$ cat config.mk
export PLATFORM = sky130hd
export DESIGN_NAME = gpio_irq_mask
export DESIGN_NICKNAME = d
export VERILOG_FILES = /design/src/rtl/gpio_irq_pkg.sv /design/src/rtl/gpio_sync.sv /design/src/rtl/gpio_edge_det.sv /design/src/rtl/gpio_mask_reg.sv /design/src/rtl/gpio_status.sv /design/src/rtl/gpio_irq_mask.sv
export SDC_FILE = /design/constraint.sdc
export NUM_CORES = 1
export LEC_CHECK = 0
export BUFFER_PORTS_ARGS = -buffer_cell sky130_fd_sc_hd__buf_2
export CORE_MARGIN = 2
export CORE_UTILIZATION = 59
export CTS_BUF_LIST = sky130_fd_sc_hd__clkbuf_2
export DETAILED_ROUTE_END_ITERATION = 12
export PLACE_DENSITY_LB_ADDON = 0.25
export SYNTH_ARGS = -nofsm -noshare
export SYNTH_HDL_FRONTEND = slang
export SYNTH_SLANG_ARGS = --single-unit
$ cat constraint.sdc
create_clock -name clk_i -period 1.7 [get_ports clk_i]
set_input_delay 0.255 -clock clk_i [delete_from_list [all_inputs] [get_ports clk_i]]
set_output_delay 0.255 -clock clk_i [all_outputs]
set_load 0.01 [all_outputs]
$ cat src/rtl/gpio_irq_pkg.sv
package gpio_irq_pkg;
  localparam int unsigned ADDR_W = 8;
  localparam int unsigned DATA_W = 8;
  localparam logic [ADDR_W-1:0] FALL_SET_ADDR = 8'h1C;
  localparam logic [ADDR_W-1:0] FALL_CLR_ADDR = 8'h1D;
  localparam logic [ADDR_W-1:0] RISE_SET_ADDR = 8'h1E;
  localparam logic [ADDR_W-1:0] RISE_CLR_ADDR = 8'h1F;
  localparam logic [ADDR_W-1:0] STAT_ADDR     = 8'h20;
endpackage

$ cat src/rtl/gpio_sync.sv
module gpio_sync #(
  parameter int unsigned N      = 3,
  parameter int unsigned STAGES = 2
) (
  input  logic         clk_i,
  input  logic         rst_ni,
  input  logic [N-1:0] d_i,
  output logic [N-1:0] q_o
);
  logic [N-1:0] stg [STAGES];

  for (genvar s = 0; s < STAGES; s++) begin : g_stg
    if (s == 0) begin : g_first
      always_ff @(posedge clk_i or negedge rst_ni)
        if (!rst_ni) stg[s] <= '0;
        else         stg[s] <= d_i;
    end else begin : g_next
      always_ff @(posedge clk_i or negedge rst_ni)
        if (!rst_ni) stg[s] <= '0;
        else         stg[s] <= stg[s-1];
    end
  end

  assign q_o = stg[STAGES-1];
endmodule

$ cat src/rtl/gpio_edge_det.sv
module gpio_edge_det #(
  parameter int unsigned N = 3
) (
  input  logic         clk_i,
  input  logic         rst_ni,
  input  logic [N-1:0] lvl_i,
  output logic [N-1:0] rise_o,
  output logic [N-1:0] fall_o
);
  logic [N-1:0] prev_q;

  always_ff @(posedge clk_i or negedge rst_ni)
    if (!rst_ni) prev_q <= '0;
    else         prev_q <= lvl_i;

  assign rise_o = lvl_i & ~prev_q;
  assign fall_o = ~lvl_i & prev_q;
endmodule

$ cat src/rtl/gpio_mask_reg.sv
module gpio_mask_reg
  import gpio_irq_pkg::*;
#(
  parameter logic [ADDR_W-1:0] SET_ADDR = 8'h00,
  parameter logic [ADDR_W-1:0] CLR_ADDR = 8'h01
) (
  input  logic              clk_i,
  input  logic              rst_ni,
  input  logic [ADDR_W-1:0] addr_i,
  input  logic [DATA_W-1:0] wdata_i,
  input  logic              we_i,
  output logic [DATA_W-1:0] mask_o
);
  logic [DATA_W-1:0] mask_q;
  logic              set_hit, clr_hit;

  assign set_hit = we_i && (addr_i == SET_ADDR);
  assign clr_hit = we_i && (addr_i == CLR_ADDR);

  always_ff @(posedge clk_i or negedge rst_ni)
    if (!rst_ni)      mask_q <= '0;
    else if (set_hit) mask_q <= mask_q | wdata_i;
    else if (clr_hit) mask_q <= mask_q & ~wdata_i;

  assign mask_o = mask_q;
endmodule

$ cat src/rtl/gpio_status.sv
module gpio_status #(
  parameter int unsigned N = 3
) (
  input  logic         clk_i,
  input  logic         rst_ni,
  input  logic [N-1:0] hit_i,
  input  logic         clr_i,
  input  logic [N-1:0] clr_bits_i,
  output logic [N-1:0] stat_o
);
  logic [N-1:0] stat_q;
  logic [N-1:0] keep;

  // a new hit wins over a same-cycle clear
  assign keep = clr_i ? (stat_q & ~clr_bits_i) : stat_q;

  always_ff @(posedge clk_i or negedge rst_ni)
    if (!rst_ni) stat_q <= '0;
    else         stat_q <= keep | hit_i;

  assign stat_o = stat_q;
endmodule

$ cat src/rtl/gpio_irq_mask.sv
module gpio_irq_mask
  import gpio_irq_pkg::*;
#(
  parameter int unsigned N_GPIO      = 3,
  parameter int unsigned SYNC_STAGES = 2
) (
  input  logic              clk_i,
  input  logic              rst_ni,
  input  logic [ADDR_W-1:0] addr_i,
  input  logic [DATA_W-1:0] wdata_i,
  input  logic              we_i,
  output logic [DATA_W-1:0] rdata_o,
  input  logic [N_GPIO-1:0] gpio_i,
  output logic              irq_o
);
  logic [N_GPIO-1:0] gpio_s, rise, fall, hits, status;
  logic [DATA_W-1:0] fall_mask, rise_mask;
  logic              stat_we;

  gpio_sync #(.N(N_GPIO), .STAGES(SYNC_STAGES)) u_sync (
    .clk_i, .rst_ni, .d_i(gpio_i), .q_o(gpio_s)
  );

  gpio_edge_det #(.N(N_GPIO)) u_edge (
    .clk_i, .rst_ni, .lvl_i(gpio_s), .rise_o(rise), .fall_o(fall)
  );

  gpio_mask_reg #(.SET_ADDR(FALL_SET_ADDR), .CLR_ADDR(FALL_CLR_ADDR)) u_fall (
    .clk_i, .rst_ni, .addr_i, .wdata_i, .we_i, .mask_o(fall_mask)
  );

  gpio_mask_reg #(.SET_ADDR(RISE_SET_ADDR), .CLR_ADDR(RISE_CLR_ADDR)) u_rise (
    .clk_i, .rst_ni, .addr_i, .wdata_i, .we_i, .mask_o(rise_mask)
  );

  assign hits    = (rise & rise_mask[N_GPIO-1:0]) | (fall & fall_mask[N_GPIO-1:0]);
  assign stat_we = we_i && (addr_i == STAT_ADDR);

  gpio_status #(.N(N_GPIO)) u_stat (
    .clk_i, .rst_ni, .hit_i(hits), .clr_i(stat_we),
    .clr_bits_i(wdata_i[N_GPIO-1:0]), .stat_o(status)
  );

  assign irq_o = |status;

  always_comb begin
    rdata_o = '0;
    case (addr_i)
      FALL_SET_ADDR, FALL_CLR_ADDR: rdata_o = fall_mask;
      RISE_SET_ADDR, RISE_CLR_ADDR: rdata_o = rise_mask;
      STAT_ADDR:                    rdata_o[N_GPIO-1:0] = status;
      default:                      rdata_o = '0;
    endcase
  end
endmodule

==> results of run 1 <==
## cell families (layout without fill, tap and decap cells)
logic type             count (synthesis)  count (layout)  synth area share (%)
buffers and inverters                 22              63                  7.03
multiplexers                          24              24                  18.0
AND/OR/NAND/NOR                       39              39                  17.7
flip-flops                            28              28                  52.5
AO/OA/AOI/OAI                          9               9                  4.78
## metal layers
metal  global-route usage (%)  vias to the layer above
met5                        0                        -
met4                     7.89                        0
met3                     3.45                        4
met2                     38.7                       22
met1                     31.9                      503
li1                         -                      502
## area by class of cell
cell class                 count  area share, %
inverter                      16           3.72
sequential                    28           43.4
multi-input combinational     72           33.5
timing repair buffer          43           16.0
clock inverter                 1          0.233
clock buffer                   3          0.931
tap                           28           2.17
## worst max-delay path by stage
stage	endpoint	slack, ns	cells past startpoint
after floorplan	rdata_o[0]	0.32	4
after CTS	rdata_o[1]	0.11	5
final	rdata_o[1]	0.13	5
after global routing	rdata_o[1]	0.0008	5
after global placement	rdata_o[1]	0.20	5
after detailed placement	rdata_o[1]	0.13	5
## worst register-to-register path, stage by stage (launching register included)
cell	delay, ns
dfrtp_1	0.46
nand3b_1	0.09
o21ai_0	0.08
a21o_1	0.15
## placed cells by master (no fill, tap or decap)
cell type | netlist | layout
or3_1 | 1 | 1
nand2_1 | 4 | 4
dlygate4sd3_1 | 0 | 4
nor4b_4 | 1 | 1
mux2i_1 | 24 | 24
buf_4 | 0 | 9
nor4_2 | 1 | 1
a21o_1 | 3 | 3
dfrtp_1 | 28 | 28
and2_1 | 1 | 1
buf_2 | 3 | 30
nand4_1 | 3 | 3
and4b_1 | 1 | 1
nor4b_1 | 1 | 1
clkinv_1 | 0 | 1
nand3b_1 | 3 | 3
o21ai_0 | 3 | 3
clkbuf_2 | 0 | 3
nor4bb_1 | 1 | 1
inv_1 | 16 | 16
nand3_1 | 16 | 16
o2bb2ai_1 | 3 | 3
nor2_1 | 6 | 6
## power by group
part / total, µW / internal [µW] / switching [µW]
sequential: 713 / 696 / 17.1
combinational: 132 / 60.6 / 71.0
clock: 233 / 51.1 / 182
## stage by stage
step | util (%) | instance area [µm²] | power, µW
after floorplan | - | 1340 | 780
after global placement | 71.6 | 1550 | 843
after detailed placement | 71.6 | 1550 | 850
after CTS | 74.3 | 1610 | 1090
after global routing | 74.3 | 1610 | 1130
final | 74.3 | 1610 | 1080
## what timing repair did
action,CTS,global route
hold buffers,4,0
endpoints found under the hold margin,31,0
setup endpoints to repair,0,0
==> key figures, run 1 <==
Logic synthesis
  • Top_reg_cell synth: dfrtp_1
  • Mapped Avg Cell Area: 10.9 µm²
  • Top cells by area, synth: dfrtp_1 (52%), mux2i_1 (18%), nand3_1 (6.0%), inv_1 (4.5%), o2bb2ai_1 (2.0%)
  • Area leader, netlist: dfrtp_1
  • Warnings from Yosys: 0
  • Synth unique cells: 21
  • Cells after Synth: 122
  • Most common cell in the synthesized netlist: dfrtp_1
  • Mapped Area: ~0.0013 mm²
  • Synth async-reset ratio: 100%
  • Top-area cell type share of the netlist area: 52.5%
  • Net Count, Synth: 144
  • Post-synth top cells: dfrtp_1 (28), mux2i_1 (24), inv_1 (16), nand3_1 (16), nor2_1 (6)
  • Post-synth EDFFs: 0
  • Post-synthesis sequential area ratio: 52.5%
  • FF+latch count, synth: 28

Critical path
  • CP peak stage delay: 0.40 ns
  • CP bufs+invs: 2
  • Setup CP Type: input pin to primary output
  • Worst path slowest cell: nor4b_1
  • Most Frequent Cell on Critical Path: buf_2
  • Reg2Reg Setup Slack: 0.84 ns
  • Crit path cell chain: buf_2, nor4b_1, and2_1, o2bb2ai_1, buf_2
  • Startpoint types: input pin
  • CP top delay family: simple AND/OR/NAND/NOR gates
  • WP data required: ~1.4 ns
  • Worst setup path startpoint: addr_i[7]
  • Reg2reg end: u_stat.stat_o[2]
  • CP endpoint kind: primary output
  • CP arrival: 1.32 ns
  • Reg2reg path depth: 3
  • Worst-path fanout max: 4

Clock network
  • CTS tree: built
  • Clk sinks: 28
  • CTS root buf: clkbuf_2
  • CTS Buf Count: 3
  • Post-CTS setup repair buffer count: 0
  • Htree depth: 1
  • PostCTS Resize Cnt: 0
  • Worst-case clock buffer depth: 2
  • Clk slew on worst S/H paths: 0.24 ns
  • Clk_lat worst skew: 0.34 ns

Final layout
  • Register area: 701 µm²
  • Syn-to-layout area delta: 20.8%
  • N_diodes: 0
  • Layout cells sized above 1: between 20% and 30%
  • Final Non-Filler Cells: 191
  • Area of the multi-input gates: 541 µm²
  • Layout fillers: 170
  • NumNets Final: ~190

Floorplan
  • Initial core utilization: 61.5%
  • Die H: 51.6 µm
  • Die Width: 51.6 µm
  • Die footprint: roughly 0.0027 mm²
  • Cell Rows: 17
  • I/O Pins: 31
  • Core area: approximately 0.0022 mm²

Place
  • Placed instance count: 183
  • IO Port Bufs: 30
  • GP Congestion: 0.829
  • Post-placement setup slack: around 0.13 ns
  • DP HPWL: 2030 µm

Timing
  • Slew Viols, Final: 0
  • Final setup viols: 0
  • Final Hold Viols: 0
  • Worst Max-Slew Pin Slew: 0.616 ns
  • Slew headroom: between 50% and 60%
  • Fmax: 636 MHz
  • Clock Skew: 0.00231 ns
  • Fin crit share: 92.5%
  • WHS: approximately 0.16 ns
  • RSZ-0062 raised after global routing: false
  • Minimum clock period: 1.57 ns
  • Fin worst setup slack: 0.128 ns
  • Setup_tns: 0 ns

Power
  • PwrDens: 668 mW/mm²
  • VDD IR max: about 0.62 mV
  • Pleak: between 0.0009 and 0.001 µW

Global route
  • Tot GR Track Use: roughly a quarter
  • Initial antenna violation count: 0
  • First-pass GRT wire length: 4510 µm
  • Vias in the first global route: 1002
  • Largest net degree at the start of global routing: 29
  • Overflow after GRT: 0

Detailed routing
  • Post-DRT Antenna Nets: 0
  • DR vias: 1031
  • Drt total wl: around 2700 µm
  • Max Used Layer: met4
  • Drt drc: 0
  • Drt first pass iters: 4
  • Met2 WL post-DR: about 1400 µm
  • Via density per instance: approximately 5.4
  • Met1 wire length: 1180 µm
  • Drt wl/cell: 14.3 µm
  • Met3 WL post-DR: between 100 and 150 µm
  • Starting DRT DRC Count: 27

Hold path
  • Worst min path class: input pin to flop
  • Hold Crit Start: wdata_i[4]
  • Hold Path Cell Cnt: 3

Run
  • Total of max-cap violations: 0

Status
  • Status: complete, no violations
Power figures use the tool's default switching activity.
==> run 2: changes to the inputs <==
- CORE_UTILIZATION: 59 -> 56
- CTS_BUF_LIST: sky130_fd_sc_hd__clkbuf_2 -> default
==> run 2 against run 1 <==
  * Worst setup slack improved by 0.049 ns
  * Clock-buffer cell count stayed put
  * Sequential share of layout area decreased by 0.50 points
  * Sequential power about the same
  * Final area rose by 1.2%
  * Final cell count decreased by 1.0%
  * Total power increased by 18%
  * Non-clock buffer count down 2
  * Sequential cell count unchanged
  * Clock power rose by 85%
  * Register-to-register slack lost 0.02 ns
  * Critical path type unchanged
  * Critical endpoint is now rdata_o[0]
  * Largest power group unchanged
  * Highest routed layer unchanged
==> key figures, run 2 (synthesized netlist as in run 1, its figures left out) <==
Status
  • Status: complete, no violations

Power
  • Combinational power share: 10.3%
  • Switching Share: 22.0%
  • VDD IR max: 0.731 mV
  • Sequential share of power: between 50% and 60%
  • Pleak: 0.000921 µW
  • PwrDens: 780 mW/mm²
  • Cell-internal power: 993 µW
  • Part of the power in the clock network: about a third
  • Total power: approximately 1300 µW
  • Switch Pwr: 281 µW

Global route
  • Overflow after GRT: 0
  • Tot GR Track Use: between 20% and 30%
  • Initial antenna violation count: 0
  • Vias in the first global route: 972
  • First-pass GRT wire length: 4530 µm
  • Largest net degree at the start of global routing: 29

Critical path
  • Crit path cell chain: buf_2, nor4b_1, and2_1, o2bb2ai_1, buf_2
  • WP data required: 1.44 ns
  • CP arrival: 1.27 ns
  • Startpoint types: input pin
  • Worst path slowest cell: nor4b_1
  • Setup CP Type: input pin to primary output
  • CP peak stage delay: approximately 0.36 ns
  • Worst setup path startpoint: addr_i[7]
  • CP endpoint kind: primary output
  • Worst-path fanout max: 4
  • Most Frequent Cell on Critical Path: buf_2

Place
  • Placed instance count: 181
  • DP HPWL: 1980 µm
  • GP Congestion: 0.814
  • Post-placement setup slack: 0.175 ns
  • IO Port Bufs: 30

Floorplan
  • Die footprint: 0.00279 mm²
  • Core area: ~0.0022 mm²
  • I/O Pins: 31
  • Cell Rows: 17
  • Die Width: 52.8 µm
  • Initial core utilization: 59.8%
  • Die H: around 53 µm

Timing
  • Setup_tns: 0 ns
  • Minimum clock period: 1.52 ns
  • Worst Max-Slew Pin Slew: roughly 0.62 ns
  • Clock Skew: 0.00521 ns
  • Fin worst setup slack: 0.177 ns
  • Slew Viols, Final: 0
  • Slew headroom: 58.9%
  • Fin crit share: 89.6%
  • Fmax: around 660 MHz
  • Final Hold Viols: 0
  • RSZ-0062 raised after global routing: false
  • Final setup viols: 0

Detailed routing
  • Via density per instance: roughly 5.4
  • Drt first pass iters: 4
  • Met3 WL post-DR: 142 µm
  • Met1 wire length: about 1300 µm
  • Drt drc: 0
  • Max Used Layer: met4
  • Drt total wl: 2790 µm
  • Starting DRT DRC Count: 13
  • Post-DRT Antenna Nets: 0
  • Drt wl/cell: 14.8 µm
  • Met2 WL post-DR: between 1000 and 1500 µm
  • DR vias: approximately 1000

Clock network
  • Worst-case clock buffer depth: 2
  • CTS Hold Bufs: 1
  • PostCTS Resize Cnt: 0
  • Clk sinks: 28
  • Clk slew on worst S/H paths: 0.15 ns
  • Post-CTS setup repair buffer count: 0
  • Htree depth: 1
  • CTS tree: built
  • CTS root buf: clkbuf_4
  • CTS Buf Count: 3
  • Clk_lat worst skew: approximately 0.32 ns

Final layout
  • Commonest cells after routing, fill and taps aside: buf_2 (30), dfrtp_1 (28), mux2i_1 (24), inv_1 (16), nand3_1 (16)
  • Syn-to-layout area delta: 22.2%
  • Final Non-Filler Cells: 189
  • Layout cells sized above 1: about a quarter
  • Commonest non-fill, non-tap cell in the layout: buf_2
  • NumNets Final: 184
  • N_diodes: 0
  • Final Util: between 70% and 80%

Hold path
  • Worst min path class: input pin to flop
  • Hold Crit Start: wdata_i[3]

Run
  • Total of max-cap violations: 0
-- run 2: final timing paths --
check	to	slack, ns	cells past startpoint
worst max-delay path	rdata_o[0]	0.18	5
worst min-delay path	flop	0.20	3
worst max register to register	u_stat.stat_o[0]	0.82	3
worst min register to register	u_sync.q_o[1]	0.37	0
max in group asynchronous	u_edge.prev_q[1]	0.84	2
min in group asynchronous	u_sync.q_o[0]	0.45	2
-- run 2: metrics by stage --
stage | hold slack [ns] | instance area, µm²
final | 0.196 | 1630
after global routing | 0.189 | 1630
after CTS | 0.00763 | 1600
after detailed placement | 0.303 | 1540
after global placement | 0.297 | 1540
after floorplan | -0.0406 | 1340
-- run 2: power by group through the flow --
stage | sequential, µW | combinational [µW] | clock (µW)
after floorplan | 720 | 60.1 | 0
after global placement | 723 | 119 | 0
after detailed placement | 724 | 124 | 0
after CTS | 711 | 127 | 448
after global routing | 715 | 148 | 475
final | 711 | 131 | 431
-- run 2: area by class of cell --
type,count,area (µm²)
Clock buffer,3,22.5
Sequential cell,28,701
Timing Repair Buffer,41,243
Inverter,16,60.1
Multi-Input combinational cell,72,541
Clock inverter,1,30.0
Tap cell,28,35.0
Fill cell,162,602
-- run 2: metal layers --
metal	GRT usage, %	vias up
met5	0	-
met4	11.5	0
met3	1.71	4
met2	35.0	28
met1	32.6	483
li1	-	500
-- run 2: worst max-delay path, delay by kind of cell --
family,cells,cell delay [ns]
AOI/OAI and AO/OA,1,0.13
buffers and inverters,2,0.28
and+or+nand+nor,2,0.61
==> run 3: changes to the inputs <==
- MAX_ROUTING_LAYER: default -> met4
==> run 3 against run 2 <==
  * Routed wire length rose by 0.22%
  * Critical path depth did not move
  * Combinational power hardly changed
  * Die area unchanged
  * Total power is 0.46% higher
  * Via count down 0.39%
  * Clock-buffer cell count unchanged
  * Worst hold slack worse by 0.0052 ns
  * Sequential power about the same
  * Final area unchanged
  * Worst setup slack better by 0.0036 ns
  * Sequential cell count unchanged
  * Highest routed layer unchanged
==> key figures, run 3 (synthesized netlist as in run 1, its figures left out) <==
Status
  • Status: complete, no violations

Detailed routing
  • DR vias: between 1000 and 1500
  • Met3 WL post-DR: 114 µm
  • Max Used Layer: met4
  • Met2 WL post-DR: roughly 1300 µm
  • Met1 wire length: 1330 µm
  • Via density per instance: 5.35
  • Drt first pass iters: 4
  • Drt total wl: 2800 µm
  • Starting DRT DRC Count: 22
  • Post-DRT Antenna Nets: 0
  • Drt drc: 0
  • Drt wl/cell: approximately 15 µm

Place
  • IO Port Bufs: 30
  • DP HPWL: 1980 µm
  • Placed Area: roughly 0.0015 mm²
  • Post-placement setup slack: 0.175 ns
  • GP Congestion: between 0.8 and 0.9
  • Placed instance count: 181

Power
  • VDD IR max: 0.734 mV
  • Total power: 1280 µW
  • PwrDens: 784 mW/mm²
  • Combinational power share: 10.3%
  • Part of the power in the clock network: between 30% and 40%
  • Switch Pwr: 286 µW
  • Switching Share: 22.4%
  • Sequential share of power: 55.6%
  • Cell-internal power: 993 µW
  • Pleak: 0.000921 µW

Critical path
  • CP peak stage delay: 0.36 ns
  • CP bufs+invs: 2
  • CP endpoint kind: primary output
  • Worst-path fanout max: 4
  • Startpoint types: input pin
  • CP arrival: 1.26 ns
  • CP top delay family: simple AND/OR/NAND/NOR gates
  • Crit path cell chain: buf_2, nor4b_1, and2_1, o2bb2ai_1, buf_2
  • Reg2Reg Setup Slack: 0.83 ns
  • Setup CP Type: input pin to primary output
  • WP data required: approximately 1.4 ns
  • Most Frequent Cell on Critical Path: buf_2
  • Worst path slowest cell: nor4b_1

Final layout
  • Commonest cells after routing, fill and taps aside: buf_2 (30), dfrtp_1 (28), mux2i_1 (24), inv_1 (16), nand3_1 (16)
  • Commonest non-fill, non-tap cell in the layout: buf_2
  • Fin area: 0.00163 mm²
  • Syn-to-layout area delta: 22.2%
  • NumNets Final: between 150 and 200
  • Layout cells sized above 1: 26.7%
  • N_diodes: 0
  • Final Non-Filler Cells: approximately 190

Timing
  • Slew Viols, Final: 0
  • Final Hold Viols: 0
  • Worst Max-Slew Pin Slew: ~0.62 ns
  • Final setup viols: 0
  • Clock Skew: 0.00874 ns
  • Setup_tns: 0 ns
  • Slew headroom: 58.5%
  • Fmax: 658 MHz
  • Minimum clock period: around 1.5 ns
  • Fin crit share: between 80% and 90%
  • RSZ-0062 raised after global routing: false
  • Fin worst setup slack: between 0.15 and 0.2 ns

Hold path
  • Worst min path class: input pin to flop

Floorplan
  • Die H: 52.8 µm
  • Die Width: 52.8 µm
  • Core area: ~0.0022 mm²
  • I/O Pins: 31
  • Cell Rows: 17
  • Initial core utilization: around three fifths
  • Die footprint: 0.00279 mm²

Clock network
  • CTS Buf Count: 3
  • Worst-case clock buffer depth: 2
  • CTS tree: built
  • Clk slew on worst S/H paths: approximately 0.15 ns
  • Htree depth: 1
  • Clk_lat worst skew: 0.33 ns
  • Clk sinks: 28
  • PostCTS Resize Cnt: 0
  • CTS root buf: clkbuf_4

Global route
  • Overflow after GRT: 0
  • Largest net degree at the start of global routing: 29
  • Vias in the first global route: 976
  • First-pass GRT wire length: 4510 µm
  • Initial antenna violation count: 0
  • Tot GR Track Use: 23.3%

Run
  • Total of max-cap violations: 0
run 3: stage by stage:
stage,hold WS (ns),util [%]
floorplan,-0.0406,-
global placement,0.297,68.9
detailed placement,0.303,68.9
CTS,0.00763,71.7
global route,0.189,73.1
finish,0.191,73.1
run 3: timing repair:
action,4_1_cts,5_1_grt
setup endpoints to repair,0,0
endpoints found under the hold margin,28,3
hold buffers,1,3
setup buffers,0,0
run 3: path summary, 6_finish.rpt:
kind / start / end / cells past startpoint
worst max-delay path: addr_i[7] / rdata_o[1] / 5
worst min-delay path: wdata_i[4] / flop / 3
max in group asynchronous: rst_ni / u_edge.prev_q[1] / 2
worst max register to register: flop / u_stat.stat_o[0] / 3
worst min register to register: u_sync.stg[4] / u_sync.q_o[1] / 0
min in group asynchronous: rst_ni / u_stat.stat_o[0] / 2
run 3: cell type report:
cell class | count | area, µm²
Tap cell | 28 | 35.0
Inverter | 16 | 60.1
Sequential cell | 28 | 701
Clock inverter | 1 | 30.0
Fill cell | 162 | 602
Multi-Input combinational cell | 72 | 541
Clock buffer | 3 | 22.5
Timing Repair Buffer | 41 | 243
run 3: metal layers:
layer,GRT usage [%],vias up
met3,1.71,4
met2,35.4,24
met5,-,-
met4,11.5,0
met1,31.8,481
li1,-,502
run 3: power groups by stage:
stage	logic, µW	registers (µW)	clock network (µW)
global placement	119	723	0
floorplan	60.1	720	0
CTS	127	711	448
detailed placement	124	724	0
finish	131	711	436
global route	147	715	475
run 3: worst reg2reg max path, cell delays in order (launching register included):
cell and delay, ns:
dfrtp_1 0.43, nand3b_1 0.08, o21ai_0 0.10, a21o_1 0.18
